**config.mk**
```make
export PLATFORM = sky130hd
export DESIGN_NAME = codec_cmd_shifter
export DESIGN_NICKNAME = d
export VERILOG_FILES = /design/src/rtl/codec_shift_pkg.sv /design/src/rtl/cmd_packer.sv /design/src/rtl/bit_shifter.sv /design/src/rtl/frame_seq.sv /design/src/rtl/codec_cmd_shifter.sv
export SDC_FILE = /design/constraint.sdc
export NUM_CORES = 1
export LEC_CHECK = 0
export BUFFER_PORTS_ARGS = -buffer_cell sky130_fd_sc_hd__buf_2
export CAP_MARGIN = 0
export CORE_UTILIZATION = 52
export DETAILED_ROUTE_END_ITERATION = 16
export GPL_ROUTABILITY_DRIVEN = 0
export PLACE_DENSITY = 0.89
export SYNTH_ARGS = -nofsm -noshare
export SYNTH_HDL_FRONTEND = slang
export SYNTH_SLANG_ARGS = --single-unit
```
**constraint.sdc**
```tcl
create_clock -name clk -period 1.9 [get_ports clk]
set_input_delay 0.095 -clock clk [delete_from_list [all_inputs] [get_ports clk]]
set_output_delay 0.095 -clock clk [all_outputs]
set_load 0.05 [all_outputs]
```
**src/rtl/codec_shift_pkg.sv**
```systemverilog
package codec_shift_pkg;

   localparam int CODE_W = 16;

   typedef enum logic [1:0] {
      REQ_RAW    = 2'd0,
      REQ_PLAY   = 2'd1,
      REQ_GAIN   = 2'd2,
      REQ_PRESET = 2'd3
   } req_kind_e;

   typedef enum logic [2:0] {
      ST_IDLE,
      ST_OPEN,
      ST_SHIFT,
      ST_CLOSE,
      ST_DONE
   } seq_state_e;

   localparam logic [CODE_W-1:0] PLAY_BASE_L = 16'hA600;
   localparam logic [CODE_W-1:0] PLAY_BASE_R = 16'hA700;

   localparam int PRESET_COUNT = 6;

   function automatic logic preset_valid(input logic [2:0] sel);
      return (int'(sel) < PRESET_COUNT);
   endfunction

   function automatic logic [CODE_W-1:0] preset_code(input logic [2:0] sel);
      logic [CODE_W-1:0] c;
      case (sel)
         3'd0:    c = 16'hA007;
         3'd1:    c = 16'hA103;
         3'd2:    c = 16'hA38D;
         3'd3:    c = 16'hA30D;
         3'd4:    c = 16'hA240;
         3'd5:    c = 16'hA24D;
         default: c = '0;
      endcase
      return c;
   endfunction

endpackage

```
**src/rtl/cmd_packer.sv**
```systemverilog
module cmd_packer
   import codec_shift_pkg::*;
#(
   parameter int CMD_W = 16,
   parameter int LVL_W = 8,
   parameter int FRM_W = 4 * LVL_W,
   parameter int CNT_W = $clog2(FRM_W + 1)
) (
   input  logic [1:0]       kind,
   input  logic [CMD_W-1:0] raw_cmd,
   input  logic [1:0]       play_chan,
   input  logic [LVL_W-1:0] play_level,
   input  logic [LVL_W-1:0] gain_left,
   input  logic [LVL_W-1:0] gain_right,
   input  logic [LVL_W-1:0] gain_mic,
   input  logic [2:0]       preset_sel,
   output logic [FRM_W-1:0] frame_word,
   output logic [CNT_W-1:0] frame_len,
   output logic             req_ok
);

   localparam int PAD = FRM_W - CMD_W;

   logic [CMD_W-1:0] short_cmd;
   logic [CMD_W-1:0] play_base;
   logic [FRM_W-1:0] short_ext;
   logic [FRM_W-1:0] gain_word;

   always_comb begin
      play_base = (play_chan == 2'd0) ? CMD_W'(PLAY_BASE_L) : CMD_W'(PLAY_BASE_R);
      case (req_kind_e'(kind))
         REQ_PLAY:   short_cmd = play_base + CMD_W'(play_level);
         REQ_PRESET: short_cmd = CMD_W'(preset_code(preset_sel));
         default:    short_cmd = raw_cmd;
      endcase
   end

   always_comb begin
      short_ext = '0;
      short_ext[CMD_W-1:0] = short_cmd;
   end

   assign gain_word = {gain_mic, gain_mic, gain_right, gain_left};

   always_comb begin
      case (req_kind_e'(kind))
         REQ_GAIN: begin
            frame_word = gain_word;
            frame_len  = CNT_W'(FRM_W);
            req_ok     = 1'b1;
         end
         REQ_PLAY: begin
            frame_word = short_ext << PAD;
            frame_len  = CNT_W'(CMD_W);
            req_ok     = (play_chan <= 2'd1);
         end
         REQ_PRESET: begin
            frame_word = short_ext << PAD;
            frame_len  = CNT_W'(CMD_W);
            req_ok     = preset_valid(preset_sel);
         end
         default: begin
            frame_word = short_ext << PAD;
            frame_len  = CNT_W'(CMD_W);
            req_ok     = 1'b1;
         end
      endcase
   end

endmodule

```
**src/rtl/bit_shifter.sv**
```systemverilog
module bit_shifter #(
   parameter int FRM_W = 32,
   parameter int CNT_W = $clog2(FRM_W + 1)
) (
   input  logic             clk,
   input  logic             rst_n,
   input  logic             load,
   input  logic [FRM_W-1:0] load_word,
   input  logic [CNT_W-1:0] load_len,
   input  logic             step,
   output logic             ser_bit,
   output logic             last_bit
);

   logic [FRM_W-1:0] sreg;
   logic [CNT_W-1:0] remain;

   always_ff @(posedge clk or negedge rst_n) begin
      if (!rst_n) begin
         sreg   <= '0;
         remain <= '0;
      end else if (load) begin
         sreg   <= load_word;
         remain <= load_len;
      end else if (step) begin
         sreg   <= {sreg[FRM_W-2:0], 1'b0};
         remain <= remain - CNT_W'(1);
      end
   end

   assign ser_bit  = sreg[FRM_W-1];
   assign last_bit = (remain == CNT_W'(1));

endmodule

```
**src/rtl/frame_seq.sv**
```systemverilog
module frame_seq
   import codec_shift_pkg::*;
(
   input  logic clk,
   input  logic rst_n,
   input  logic start,
   input  logic req_ok,
   input  logic last_bit,
   output logic load,
   output logic step,
   output logic open_ev,
   output logic close_ev,
   output logic done_ev,
   output logic reject_ev,
   output logic frame_act
);

   seq_state_e state, state_nx;
   logic       can_take;
   logic       reject_q;

   assign can_take = (state == ST_IDLE) || (state == ST_DONE);
   assign load     = can_take && start && req_ok;

   always_comb begin
      state_nx = state;
      case (state)
         ST_IDLE:  if (load) state_nx = ST_OPEN;
         ST_OPEN:  state_nx = ST_SHIFT;
         ST_SHIFT: if (last_bit) state_nx = ST_CLOSE;
         ST_CLOSE: state_nx = ST_DONE;
         ST_DONE:  state_nx = load ? ST_OPEN : ST_IDLE;
         default:  state_nx = ST_IDLE;
      endcase
   end

   always_ff @(posedge clk or negedge rst_n) begin
      if (!rst_n) begin
         state    <= ST_IDLE;
         reject_q <= 1'b0;
      end else begin
         state    <= state_nx;
         reject_q <= can_take && start && !req_ok;
      end
   end

   assign step      = (state == ST_SHIFT);
   assign open_ev   = (state == ST_OPEN);
   assign close_ev  = (state == ST_CLOSE);
   assign done_ev   = (state == ST_DONE);
   assign reject_ev = reject_q;
   assign frame_act = (state == ST_OPEN) || (state == ST_SHIFT) || (state == ST_CLOSE);

endmodule

```
**src/rtl/codec_cmd_shifter.sv**
```systemverilog
module codec_cmd_shifter
   import codec_shift_pkg::*;
#(
   parameter int CMD_W     = 16,
   parameter int LVL_W     = 8,
   parameter int BYTE_W    = 8,
   parameter int DATA_LANE = 7,
   parameter bit CS_ACT_HI = 1'b0
) (
   input  logic              clk,
   input  logic              rst_n,
   input  logic              start,
   input  logic [1:0]        kind,
   input  logic [CMD_W-1:0]  raw_cmd,
   input  logic [1:0]        play_chan,
   input  logic [LVL_W-1:0]  play_level,
   input  logic [LVL_W-1:0]  gain_left,
   input  logic [LVL_W-1:0]  gain_right,
   input  logic [LVL_W-1:0]  gain_mic,
   input  logic [2:0]        preset_sel,
   output logic [BYTE_W-1:0] ser_byte,
   output logic              bit_vld,
   output logic              cs_out,
   output logic              frm_open,
   output logic              frm_close,
   output logic              busy,
   output logic              done,
   output logic              reject
);

   localparam int FRM_W = 4 * LVL_W;
   localparam int CNT_W = $clog2(FRM_W + 1);

   if (CMD_W < CODE_W) begin : g_bad_cmd
      $error("CMD_W must hold the fixed codec codes");
   end
   if (FRM_W < CMD_W) begin : g_bad_frm
      $error("gain frame must be at least as wide as a command");
   end
   if (LVL_W > CMD_W) begin : g_bad_lvl
      $error("level code wider than command");
   end
   if (DATA_LANE >= BYTE_W || DATA_LANE < 0) begin : g_bad_lane
      $error("DATA_LANE outside the data byte");
   end

   logic [FRM_W-1:0] pk_word;
   logic [CNT_W-1:0] pk_len;
   logic             pk_ok;
   logic             sq_load, sq_step, sq_act;
   logic             sh_bit, sh_last;

   cmd_packer #(
      .CMD_W(CMD_W), .LVL_W(LVL_W), .FRM_W(FRM_W), .CNT_W(CNT_W)
   ) u_pack (
      .kind       (kind),
      .raw_cmd    (raw_cmd),
      .play_chan  (play_chan),
      .play_level (play_level),
      .gain_left  (gain_left),
      .gain_right (gain_right),
      .gain_mic   (gain_mic),
      .preset_sel (preset_sel),
      .frame_word (pk_word),
      .frame_len  (pk_len),
      .req_ok     (pk_ok)
   );

   frame_seq u_seq (
      .clk       (clk),
      .rst_n     (rst_n),
      .start     (start),
      .req_ok    (pk_ok),
      .last_bit  (sh_last),
      .load      (sq_load),
      .step      (sq_step),
      .open_ev   (frm_open),
      .close_ev  (frm_close),
      .done_ev   (done),
      .reject_ev (reject),
      .frame_act (sq_act)
   );

   bit_shifter #(
      .FRM_W(FRM_W), .CNT_W(CNT_W)
   ) u_shift (
      .clk       (clk),
      .rst_n     (rst_n),
      .load      (sq_load),
      .load_word (pk_word),
      .load_len  (pk_len),
      .step      (sq_step),
      .ser_bit   (sh_bit),
      .last_bit  (sh_last)
   );

   assign bit_vld = sq_step;
   assign busy    = sq_act;

   for (genvar b = 0; b < BYTE_W; b++) begin : g_lane
      if (b == DATA_LANE) begin : g_data
         assign ser_byte[b] = sq_step & sh_bit;
      end else begin : g_zero
         assign ser_byte[b] = 1'b0;
      end
   end

   if (CS_ACT_HI) begin : g_cs_hi
      assign cs_out = sq_act;
   end else begin : g_cs_lo
      assign cs_out = ~sq_act;
   end

endmodule

```
### After elaboration in Yosys (flattened, before gate mapping)

Cells that the tools add are included.

| word-level totals | value |
|---|---|
| word-level logic and storage cells | 51 |
| register bits after elaboration | 42 |
| output and inout port bits | 15 |
| input bits | 58 |

| cells by class | value |
|---|---|
| add/subtract/negate cells | 2 |
| bitwise operators | 2 |
| equality and inequality tests | 15 |
| magnitude comparators | 2 |
| reduce and logical (&&, ||, !) cells | 12 |
| mux-type cells | 14 |

Operator list:

| cell | number |
|---|---|
| $mux 32 | 3 |
| $pmux 16 s6 | 1 |
| $pmux 16 s2 | 1 |
| $mux 6 | 3 |
| $add 16x8->16 | 1 |
| $pmux 3 s5 | 1 |
| $eq 3x2->1 const B | 4 |
| $eq 3x3->1 const B | 3 |
| $mux 9 | 1 |
| $eq 3x1->1 const B | 2 |
| $eq 6x1->1 const B | 1 |
| $logic_not 3->1 | 2 |
| $mux 3 | 2 |
| $sub 6x1->6 const B | 1 |
| $eq 2x2->1 const B | 2 |
| $ne 2x1->1 const B | 2 |
| $logic_and 1x1->1 | 3 |
| $logic_or 1x1->1 | 3 |
| $lt 3x3->1 const B | 1 |
| $eq 2x1->1 const B | 1 |
| $le 2x1->1 const B | 1 |
| $logic_not 2->1 | 1 |
| $pmux 1 s2 | 1 |
| $reduce_and 2->1 | 1 |
| other kinds (5) | 5 |

### Logic depth before layout (Yosys ltp)

Gate-level depths: netlist of run 1.

| depth | value |
|---|---|
| depth after elaboration | 6 |
| mapped depth | 7 |

### Hierarchy

From an unflattened synthesis of run 1, not the netlist that was laid out.

| unflattened totals | value |
|---|---|
| cell total of the unflattened synthesis | 288 |
| area, all modules | 2700.1 µm² |

Modules (own cells, without submodules):

| module | area each (µm²) | cells each | times used | sequential area each (µm²) |
|---|---|---|---|---|
| bit_shifter | 1853.0 | 177 | 1 | 950.9 |
| cmd_packer | 584.3 | 83 | 1 | 0.0 |
| frame_seq | 196.4 | 18 | 1 | 100.1 |
| codec_cmd_shifter | 66.3 | 10 | 1 | 0.0 |

### Least setup slack after synthesis of run 1

Ideal clock, no wire load.

| timing path | value |
|---|---|
| kind | reg2reg |
| start | register u_seq.state[2] |
| end | register u_seq.state[1] |
| arrival time | 1.866 ns |
| buffers on the path | 0 |
| cell stages (with the launch flop) | 3 |
| clock period less this slack | 1.936 ns |
| slack | -0.036 ns |
| data required time | 1.830 ns |
| cells stage by stage | dfrtp_1 nor3b_1 or2_2 |

| between the ends | value |
|---|---|
| elaborated cells on any way between the ends | 12 |
| those cells by class | eq/ne (6); mux (1); reduce/logical (5) |

RTL lines:

| element | RTL line | text |
|---|---|---|
| start: declaration | frame_seq.sv:18 | `seq_state_e state, state_nx;` |
| start signal: assignment | frame_seq.sv:42 | `state <= state_nx;` |
| $eq 3x1->1 | - |  |
| named net frm_open | codec_cmd_shifter.sv:24 | `output logic frm_open,` |
| $pmux 3 s5 | frame_seq.sv:27 | `case (state)` |

The timed path passes the listed nets, and every way through them passes these cells.
A chain may end at the register's enable or synchronous reset.

### Worst setup path after layout of run 1

| timing path | value |
|---|---|
| start | register u_seq.state[2] |
| end | output port ser_byte[7] |

| between the ends | value |
|---|---|
| longest elaborated chain between the ends | 2 |

RTL lines:

| element | RTL line | text |
|---|---|---|
| $eq 3x2->1 | frame_seq.sv:47 | `assign step = (state == ST_SHIFT);` |
| $and 1x1->1 | codec_cmd_shifter.sv:102 | `assign ser_byte[b] = sq_step & sh_bit;` |
| end: declaration | codec_cmd_shifter.sv:21 | `output logic [BYTE_W-1:0] ser_byte,` |

No other way between the ends.

==> summary.txt, run 1 <==
==========================================================================================
Sequential-to-total area share from yosys stat ..............................        40.4%
XOR/XNOR Fraction of Synth Area .............................................        1.68%
Complex-gate fraction of the synthesized area ...............................        5.29%
NetSw .......................................................................    0.00151 W
Width of the die ............................................................      72.7 um
Arrival time of data at the critical path endpoint ..........................      1690 ps
Max frequency ...............................................................      560 MHz
Share of synthesized flip-flops with an asynchronous set or reset ...........         100%
DRC Markers .................................................................            0
Sw Ratio ....................................................................        39.5%
Crit path largest cell delay ................................................       430 ps
Via count ...................................................................         1947
Fraction of the core area covered by cells at the end of the flow ...........        63.7%
Fill cell instance count of the final layout ................................          395
Register bit count reported by yosys ........................................           42
Total CTS buffers ...........................................................            5
Area share of the largest cell type after synthesis .........................        40.4%
Largest cells by area after synthesis ....................................... dfrtp_1 40%, mux2i_1 21%, nand2_1 6.2%, mux4_2 3.5%, buf_4 2.6%
Pins over their slew limit ..................................................            0
CP Launch Type ..............................................................     register
Master cell of the clock root buffer ........................................     clkbuf_8
Die Span Y ..................................................................      72.7 um
Area taken by multi-input logic gates .......................................  0.00139 mm2
Crit path kind ..............................................................      reg2out
Overall routing resource usage ..............................................        20.6%
Starting density of the core ................................................        54.7%
Share of the clock period used by the worst path after layout ...............        94.0%
CP cell instances ........................................................... or3b_4 > clkinv_2 > and2_1 > buf_2
Multiplexer share of the synthesized area ...................................        28.2%
Max Clock Skew ..............................................................      5.57 ps
Flop pwr share ..............................................................        38.0%
Count of final setup violators ..............................................            0
LEAKAGE .....................................................................      1.58 nW
Part of the power in the clock network ......................................        13.8%
Post-DR wirelength/cell .....................................................      13.2 um
Worst min path class ........................................................       in2reg
Main combinational cell family by area after synthesis ...................... multiplexers
Largest fanout on the critical path .........................................            9
Unrepaired setup endpoints after global routing .............................        false
Clock edge transition at the registers on the reported setup and hold paths .        70 ps
Simple-Gate Fraction of Synth Area ..........................................        15.9%
Count of endpoints failing hold in the final timing report ..................            0
Area of the die .............................................................  0.00529 mm2
Synth-to-layout area growth .................................................        16.5%
Site row count ..............................................................           25
First-pass iteration count of the detailed router ...........................            4
Clock tree from TritonCTS ...................................................         done
Top_reg_cell synth ..........................................................      dfrtp_1
Worst-case vdd ir drop ......................................................     0.650 mV
Routed wire length ..........................................................      5030 um
Count of buffers from port buffering ........................................           65
Pin count of the biggest net entering global routing ........................           43
Transition time of the tightest slew-check pin ..............................       518 ps
Total power draw ............................................................    0.00382 W
Proportion of layout cells with a drive suffix above 1 ......................        31.1%
Pint ........................................................................    0.00231 W
Maximum Capacitance Violations ..............................................            0
Top-level I/O count .........................................................           73
Cell Area, Synth ............................................................  0.00260 mm2
Max Root-Sink Buffers .......................................................            2
Initial antenna violation count .............................................            0
Highest-delay cell along the critical path ..................................      dfrtp_1
Synth Warn # ................................................................            0
Initial drt markers .........................................................           84
Average instance area after synthesis .......................................     10.4 um2
Kind of end point of the critical path ......................................  output port
Resized cells post-CTS ......................................................            0
Antenna fix cells ...........................................................            0
Critical path required time .................................................      1800 ps
Aggregate negative setup slack ..............................................         0 ps
Number of vias per cell after detailed routing ..............................         5.10
Outcome ..................................................................... finished clean
Minimum clock period after layout ...........................................      1790 ps
TritonCTS Sinks .............................................................           42
Number of library cell types mapped by synthesis ............................           46
Top cell type by total area after synthesis .................................      dfrtp_1
Max-Slew Margin vs Limit ....................................................        65.5%
Total power density per cell area ...........................................  1260 mW/mm2
Total half-perimeter wirelength after legalization and detailed placement ...      3840 um
Number of global-route vias before repair ...................................         1883
Area of the core region .....................................................  0.00475 mm2
Syn Inst Count ..............................................................          251
Combinational Power Share ...................................................        48.1%
Count of nets left with antenna violations after detail routing .............            0
Clock latency reported for the late side of the worst-skew pair .............       290 ps
Sequential cell area ........................................................  0.00105 mm2
Sum of overflow across all layers after global routing ......................            0
Number of enable flip-flop cells after synthesis ............................            0
Nets ........................................................................          375
Adder and majority gate portion of the synthesized area .....................       0.962%
Number of H-tree levels .....................................................            2
First-pass GRT wire length ..................................................      8340 um
==========================================================================================
cell families (layout without fill, tap and decap cells):
kind of cell | after synthesis | count (layout)
fa+ha+maj | 2 | 2
xor+xnor | 5 | 5
compound gates | 21 | 21
buf+inv | 28 | 86
other cells | 1 | 7
simple gates | 86 | 86
mux | 66 | 66
flops | 42 | 42
metal layers:
| metal | vias up | wire (um) | GRT usage (%) |
|---|---|---|---|
| li1 | 986 | - | - |
| met5 | - | 0 | 0 |
| met3 | 8 | 282 | 3.87 |
| met2 | 72 | 2420 | 35.7 |
| met4 | 0 | 92 | 7.84 |
| met1 | 881 | 2230 | 25.5 |
registers in the layout, summed over array words and instances, names as in the netlist:
signal           count
u_shift.remain       6
u_seq.state          3
u_shift.sreg        32
u_seq.reject_ev      1
area by class of cell:
type                    count  share of cell area (%)
clock buffers               7                    2.52
repair buffers             75                    13.7
multi-input cells         187                    45.7
well taps                  67                    2.77
inverters                   4                   0.537
flip-flops and latches     42                    34.7
critical path: cells and delay by family (launching register included):
kind          cells  cell delay (ps)
buf+inv           2              400
flops             1              430
simple gates      2              580
cells in the mapped netlist (all sizes together) (2+ instances only):
cell and count:
ha 2, or3 3, nor2 15, xor2 2, and2 2, and3b 2
a21oi 5, xnor2 3, a32oi 3, nor2b 7, mux4 4, buf 23
o21ai 7, mux2i 55, mux2 7, or3b 2, dfrtp 42, nand2 43
nand3 3, inv 3
power by group through the flow:
stage	Clock, W	Combinational [W]	Sequential (W)
floorplan	0	0.00155	0.00141
global placement	0	0.00178	0.00145
detailed placement	0	0.00185	0.00147
CTS	0.000551	0.00185	0.00145
global route	0.000583	0.00200	0.00150
finish	0.000529	0.00184	0.00145
repair_timing:
item | in CTS | in global routing
hold endpoints to repair | 42 | 0
hold buffers | 1 | 0
setup buffers | 0 | 0
worst paths after layout:
check / startpoint / cells after the start / slack [ps] / endpoint
max: u_seq.state[2]$_DFFE_PN0P_ / 4 / 110 / ser_byte[7]
min: gain_right[5] / 3 / 40 / u_shift.sreg[13]$_DFFE_PN0P_
max reg2reg: u_seq.state[2]$_DFFE_PN0P_ / 6 / 180 / u_shift.remain[4]$_DFFE_PN0P_
min reg2reg: u_shift.sreg[0]$_DFFE_PN0P_ / 2 / 540 / u_shift.sreg[0]$_DFFE_PN0P_
max in group asynchronous: rst_n / 3 / 1140 / u_shift.sreg[26]$_DFFE_PN0P_
min in group asynchronous: rst_n / 3 / 400 / u_shift.sreg[7]$_DFFE_PN0P_
stage by stage:
stage	area, um2	hold slack, ps	instances	worst slack (ps)
final	3030	36.8	382	113
after global routing	3030	40.6	382	50.3
after CTS	3030	26.6	382	93.4
after detailed placement	2940	194	374	172
after global placement	2940	184	374	269
after floorplan	2630	-201	257	108
placed cells by master (no fill, tap or decap), types with 2 or more instances in the layout:
cell type and n:
nor2b_1 6, o21ai_0 6, dfrtp_1 42, and2_1 2
mux2_2 3, and3b_1 2, xnor2_1 3, or3_1 3
ha_1 2, nand2_1 43, clkbuf_8 5, inv_1 3
nor2_1 15, mux2_4 4, clkbuf_1 2, xor2_1 2
a21oi_1 5, mux4_2 4, buf_4 8, conb_1 7
buf_2 65, nand3_1 2, a32oi_1 3, mux2i_1 55
(Power assumes the default switching activity.)
==> run 2: changes to the inputs <==
--- a/config.mk
+++ b/config.mk
@@ -5,6 +5,7 @@
 export SDC_FILE = /design/constraint.sdc
 export NUM_CORES = 1
 export LEC_CHECK = 0
+export ABC_AREA = 1
 export BUFFER_PORTS_ARGS = -buffer_cell sky130_fd_sc_hd__buf_2
 export CAP_MARGIN = 0
 export CORE_UTILIZATION = 52
==> summary.txt, run 2 <==
==========================================================================================
Largest fanout on the critical path .........................................           17   +8
Register bit count reported by yosys ........................................           42   unchanged
Synth-to-layout area growth .................................................        19.0%
Minimum clock period after layout ...........................................      1690 ps   -92.1 ps
Fill cell instance count of the final layout ................................          435   +10%
Top_reg_cell synth ..........................................................      dfrtp_1
Clock latency reported for the late side of the worst-skew pair .............       290 ps   about the same
Most numerous cell in the Yosys netlist .....................................      nand2_1
Aggregate negative setup slack ..............................................         0 ps   unchanged
Max Root-Sink Buffers .......................................................            2   unchanged
Count of final setup violators ..............................................            0   unchanged
Proportion of layout cells with a drive suffix above 1 ......................        22.0%   -9.1 points
Setup slack of the critical path after layout ...............................       205 ps   +92.1 ps
Number of setup buffers added after CTS .....................................            0   unchanged
Cell Area, Synth ............................................................  0.00259 mm2   -0.48%
Starting density of the core ................................................        54.4%   -0.26 points
Total half-perimeter wirelength after legalization and detailed placement ...      4430 um   +15%
Arrival time of data at the critical path endpoint ..........................      1900 ps   +210 ps
Clock tree from TritonCTS ...................................................         done
Hold Startpoint ............................................................. gain_left[6]
Initial drt markers .........................................................          248   +200%
Most flop-heavy register .................................................... u_shift.sreg
Critical path required time .................................................      2110 ps   +310 ps
Commonest non-fill, non-tap cells in the layout ............................. 98 x nand2_1, 65 x buf_2, 45 x nor2_1
Outcome ..................................................................... finished clean
R2R setup slack .............................................................       210 ps   +30 ps
Number of enable flip-flop cells after synthesis ............................            0   unchanged
Count of nets left with antenna violations after detail routing .............            0   unchanged
Initial antenna violation count .............................................            0   unchanged
Number of library cell types mapped by synthesis ............................           23   -50%
Critical register-to-register path startpoint ............................... u_seq.state[1]$_DFFE_PN0P_
Master cell of the clock root buffer ........................................     clkbuf_8
Destination of the worst hold path .......................................... u_shift.sreg[6]$_DFFE_PN0P_
Site row count ..............................................................           25   unchanged
Area of the die .............................................................  0.00526 mm2   -0.47%
Routed wire length ..........................................................      6010 um   +20%
Share of synthesized flip-flops with an asynchronous set or reset ...........         100%   unchanged
Width of the die ............................................................      72.5 um   -0.23%
Area share of the largest cell type after synthesis .........................        40.6%   +0.20 points
Total power density per cell area ...........................................  1460 mW/mm2   +16%
Die Span Y ..................................................................      72.5 um   -0.23%
Sum of overflow across all layers after global routing ......................            0   unchanged
Total CTS buffers ...........................................................            5   unchanged
Antenna fix cells ...........................................................            0   unchanged
Synth Warn # ................................................................            0   unchanged
Count of endpoints failing hold in the final timing report ..................            0   unchanged
Max frequency ...............................................................      590 MHz   +5.4%
Resized cells post-CTS ......................................................            0   unchanged
Max-Slew Margin vs Limit ....................................................        64.7%   -0.80 points
LEAKAGE .....................................................................      1.67 nW   +5.4%
Via count ...................................................................         2630   +35%
Top-level I/O count .........................................................           73   unchanged
Kind of end point of the critical path ......................................     register
Area of the core region .....................................................  0.00475 mm2   unchanged
Count of buffers from port buffering ........................................           65   unchanged
DRC Markers .................................................................            0   unchanged
Largest registers ranked by flip-flop count ................................. u_shift.sreg: 32 flops, u_shift.remain: 6 flops, u_seq.state: 3 flops
Worst reg2reg endpoint ...................................................... u_shift.sreg[5]$_DFFE_PN0P_
Crit path kind ..............................................................      reg2reg
Max Clock Skew ..............................................................      7.81 ps   +2.24 ps
Number of cells on the worst hold path ......................................            3   unchanged
Top cell type by total area after synthesis .................................      dfrtp_1
TritonCTS Sinks .............................................................           42   unchanged
Worst-case vdd ir drop ......................................................     0.696 mV   +7.1%
First-pass iteration count of the detailed router ...........................            6   +2
Number of vias per cell after detailed routing ..............................         5.19   +1.8%
Ranking of synthesized cells by instance count .............................. 98 x nand2_1, 45 x nor2_1, 43 x nand3_1
Share of the clock period used by the worst path after layout ...............        89.2%   -4.8 points
Pin count of the biggest net entering global routing ........................           43   unchanged
Flip-flop count of the largest register after layout ........................           32   unchanged
Maximum Capacitance Violations ..............................................            0   unchanged
Worst min path class ........................................................       in2reg
Overall routing resource usage ..............................................        24.8%   +4.2 points
Worst setup timing slack at the placement stage .............................       239 ps   +67.0 ps
Worst r2r path cells ........................................................            8   +2
Unrepaired setup endpoints after global routing .............................        false
Syn Inst Count ..............................................................          374   +49%
Pins over their slew limit ..................................................            0   unchanged
Average instance area after synthesis .......................................     6.92 um2   -33%
Sequential-to-total area share from yosys stat ..............................        40.6%   +0.20 points
Transition time of the tightest slew-check pin ..............................       530 ps   +12.0 ps
CP Launch Type ..............................................................     register
Commonest non-fill, non-tap cell in the layout ..............................      nand2_1
Nets ........................................................................          500   +33%
Largest cells by area after synthesis ....................................... dfrtp_1 41%, nand2_1 14%, nand3_1 8.3%, o21ai_0 7.5%, nor2_1 6.5%
Number of H-tree levels .....................................................            2   unchanged
First-pass GRT wire length ..................................................     10200 um   +23%
Clock edge transition at the registers on the reported setup and hold paths .        80 ps   about the same
Number of global-route vias before repair ...................................         2438   +29%
Post-DR wirelength/cell .....................................................      11.9 um   -9.9%
==========================================================================================
==> run 2: changes by cell type after synthesis, moves of 4 or more <==
cell / before / now
a21oi_1: 5 / 22
mux2i_1: 55 / 0
inv_2: 0 / 6
mux4_2: 4 / 0
o21ai_0: 6 / 39
nor2_1: 15 / 45
inv_1: 3 / 37
nand3_1: 2 / 43
nor2b_1: 6 / 0
mux2_4: 4 / 0
nand2_1: 43 / 98
==> run 2: kinds of logic (layout without fill, tap and decap cells) <==
logic type | count (synthesis) | after routing | share of synthesized area [%]
AND/OR/NAND/NOR | 197 | 197 | 32.8
buffers and inverters | 66 | 126 | 12.1
AO/OA/AOI/OAI | 64 | 64 | 12.7
flip-flops | 42 | 42 | 40.6
adder cells (fa/ha/maj) | 2 | 2 | 0.967
XOR/XNOR | 2 | 2 | 0.677
other | 1 | 7 | 0.145
==> run 2: final cells by class <==
type	count	area [um2]	area share, %
Inverter	43	161	5.24
Clock inverter	1	30.0	0.976
Tap cell	67	83.8	2.72
Sequential cell	42	1050	34.1
Clock buffer	6	82.6	2.68
Multi-Input combinational cell	272	1250	40.5
Timing Repair Buffer	76	423	13.7
==> run 2: worst max-delay path by stage <==
stage,from,to,slack [ps],cells after the start
6_report,u_seq.state[1]$_DFFE_PN0P_,u_shift.sreg[5]$_DFFE_PN0P_,210,8
5_1_grt,u_seq.state[1]$_DFFE_PN0P_,u_shift.sreg[5]$_DFFE_PN0P_,50,8
4_1_cts,u_seq.state[1]$_DFFE_PN0P_,u_shift.sreg[13]$_DFFE_PN0P_,200,8
3_5_place_dp,u_seq.state[1]$_DFFE_PN0P_,u_shift.sreg[13]$_DFFE_PN0P_,240,8
3_3_place_gp,u_seq.state[1]$_DFFE_PN0P_,u_shift.sreg[3]$_DFFE_PN0P_,330,8
2_1_floorplan,u_seq.state[1]$_DFFE_PN0P_,cs_out,100,5
==> run 2: critical path, cell delays in order, from the launching register on <==
cell and delay (ps):
dfrtp_1 400, inv_2 90, nand2_1 100, nor2_2 210
nand3_4 190, nand2_2 190, buf_4 240, nor2_1 60
a21oi_1 130
==> run 2: timing repair <==
| action | 4_1_cts | 5_1_grt |
|---|---|---|
| hold buffers | 1 | 0 |
| hold endpoints to repair | 42 | 0 |
| endpoints found under the setup margin | 0 | 0 |
==> run 2: where the power goes <==
group	internal, W	switching, W	total, W	leakage (nW)
combinational	0.000724	0.00148	0.00221	1.10
clock	0.000420	0.000290	0.000710	0.0573
sequential	0.00134	0.000233	0.00157	0.513
total	0.00248	0.00201	0.00449	1.67
==> run 2: layer usage <==
layer	up-vias	share of wire [%]	GRT usage [%]
li1	1297	-	-
met1	1214	43	32.6
met2	102	50	41.2
met3	17	5.3	4.86
met4	0	2.3	7.84
met5	-	0	0
==> run 2: through the flow <==
step	cells	power, W	utilization (%)	cell area, um2	hold WS [ps]
2_1_floorplan	380	0.00324	-	2610	-201
3_3_place_gp	499	0.00366	62.2	2960	185
3_5_place_dp	499	0.00376	62.2	2960	189
4_1_cts	507	0.00449	64.7	3080	55.5
5_1_grt	507	0.00486	64.7	3080	52.5
6_report	507	0.00449	64.7	3080	55.9
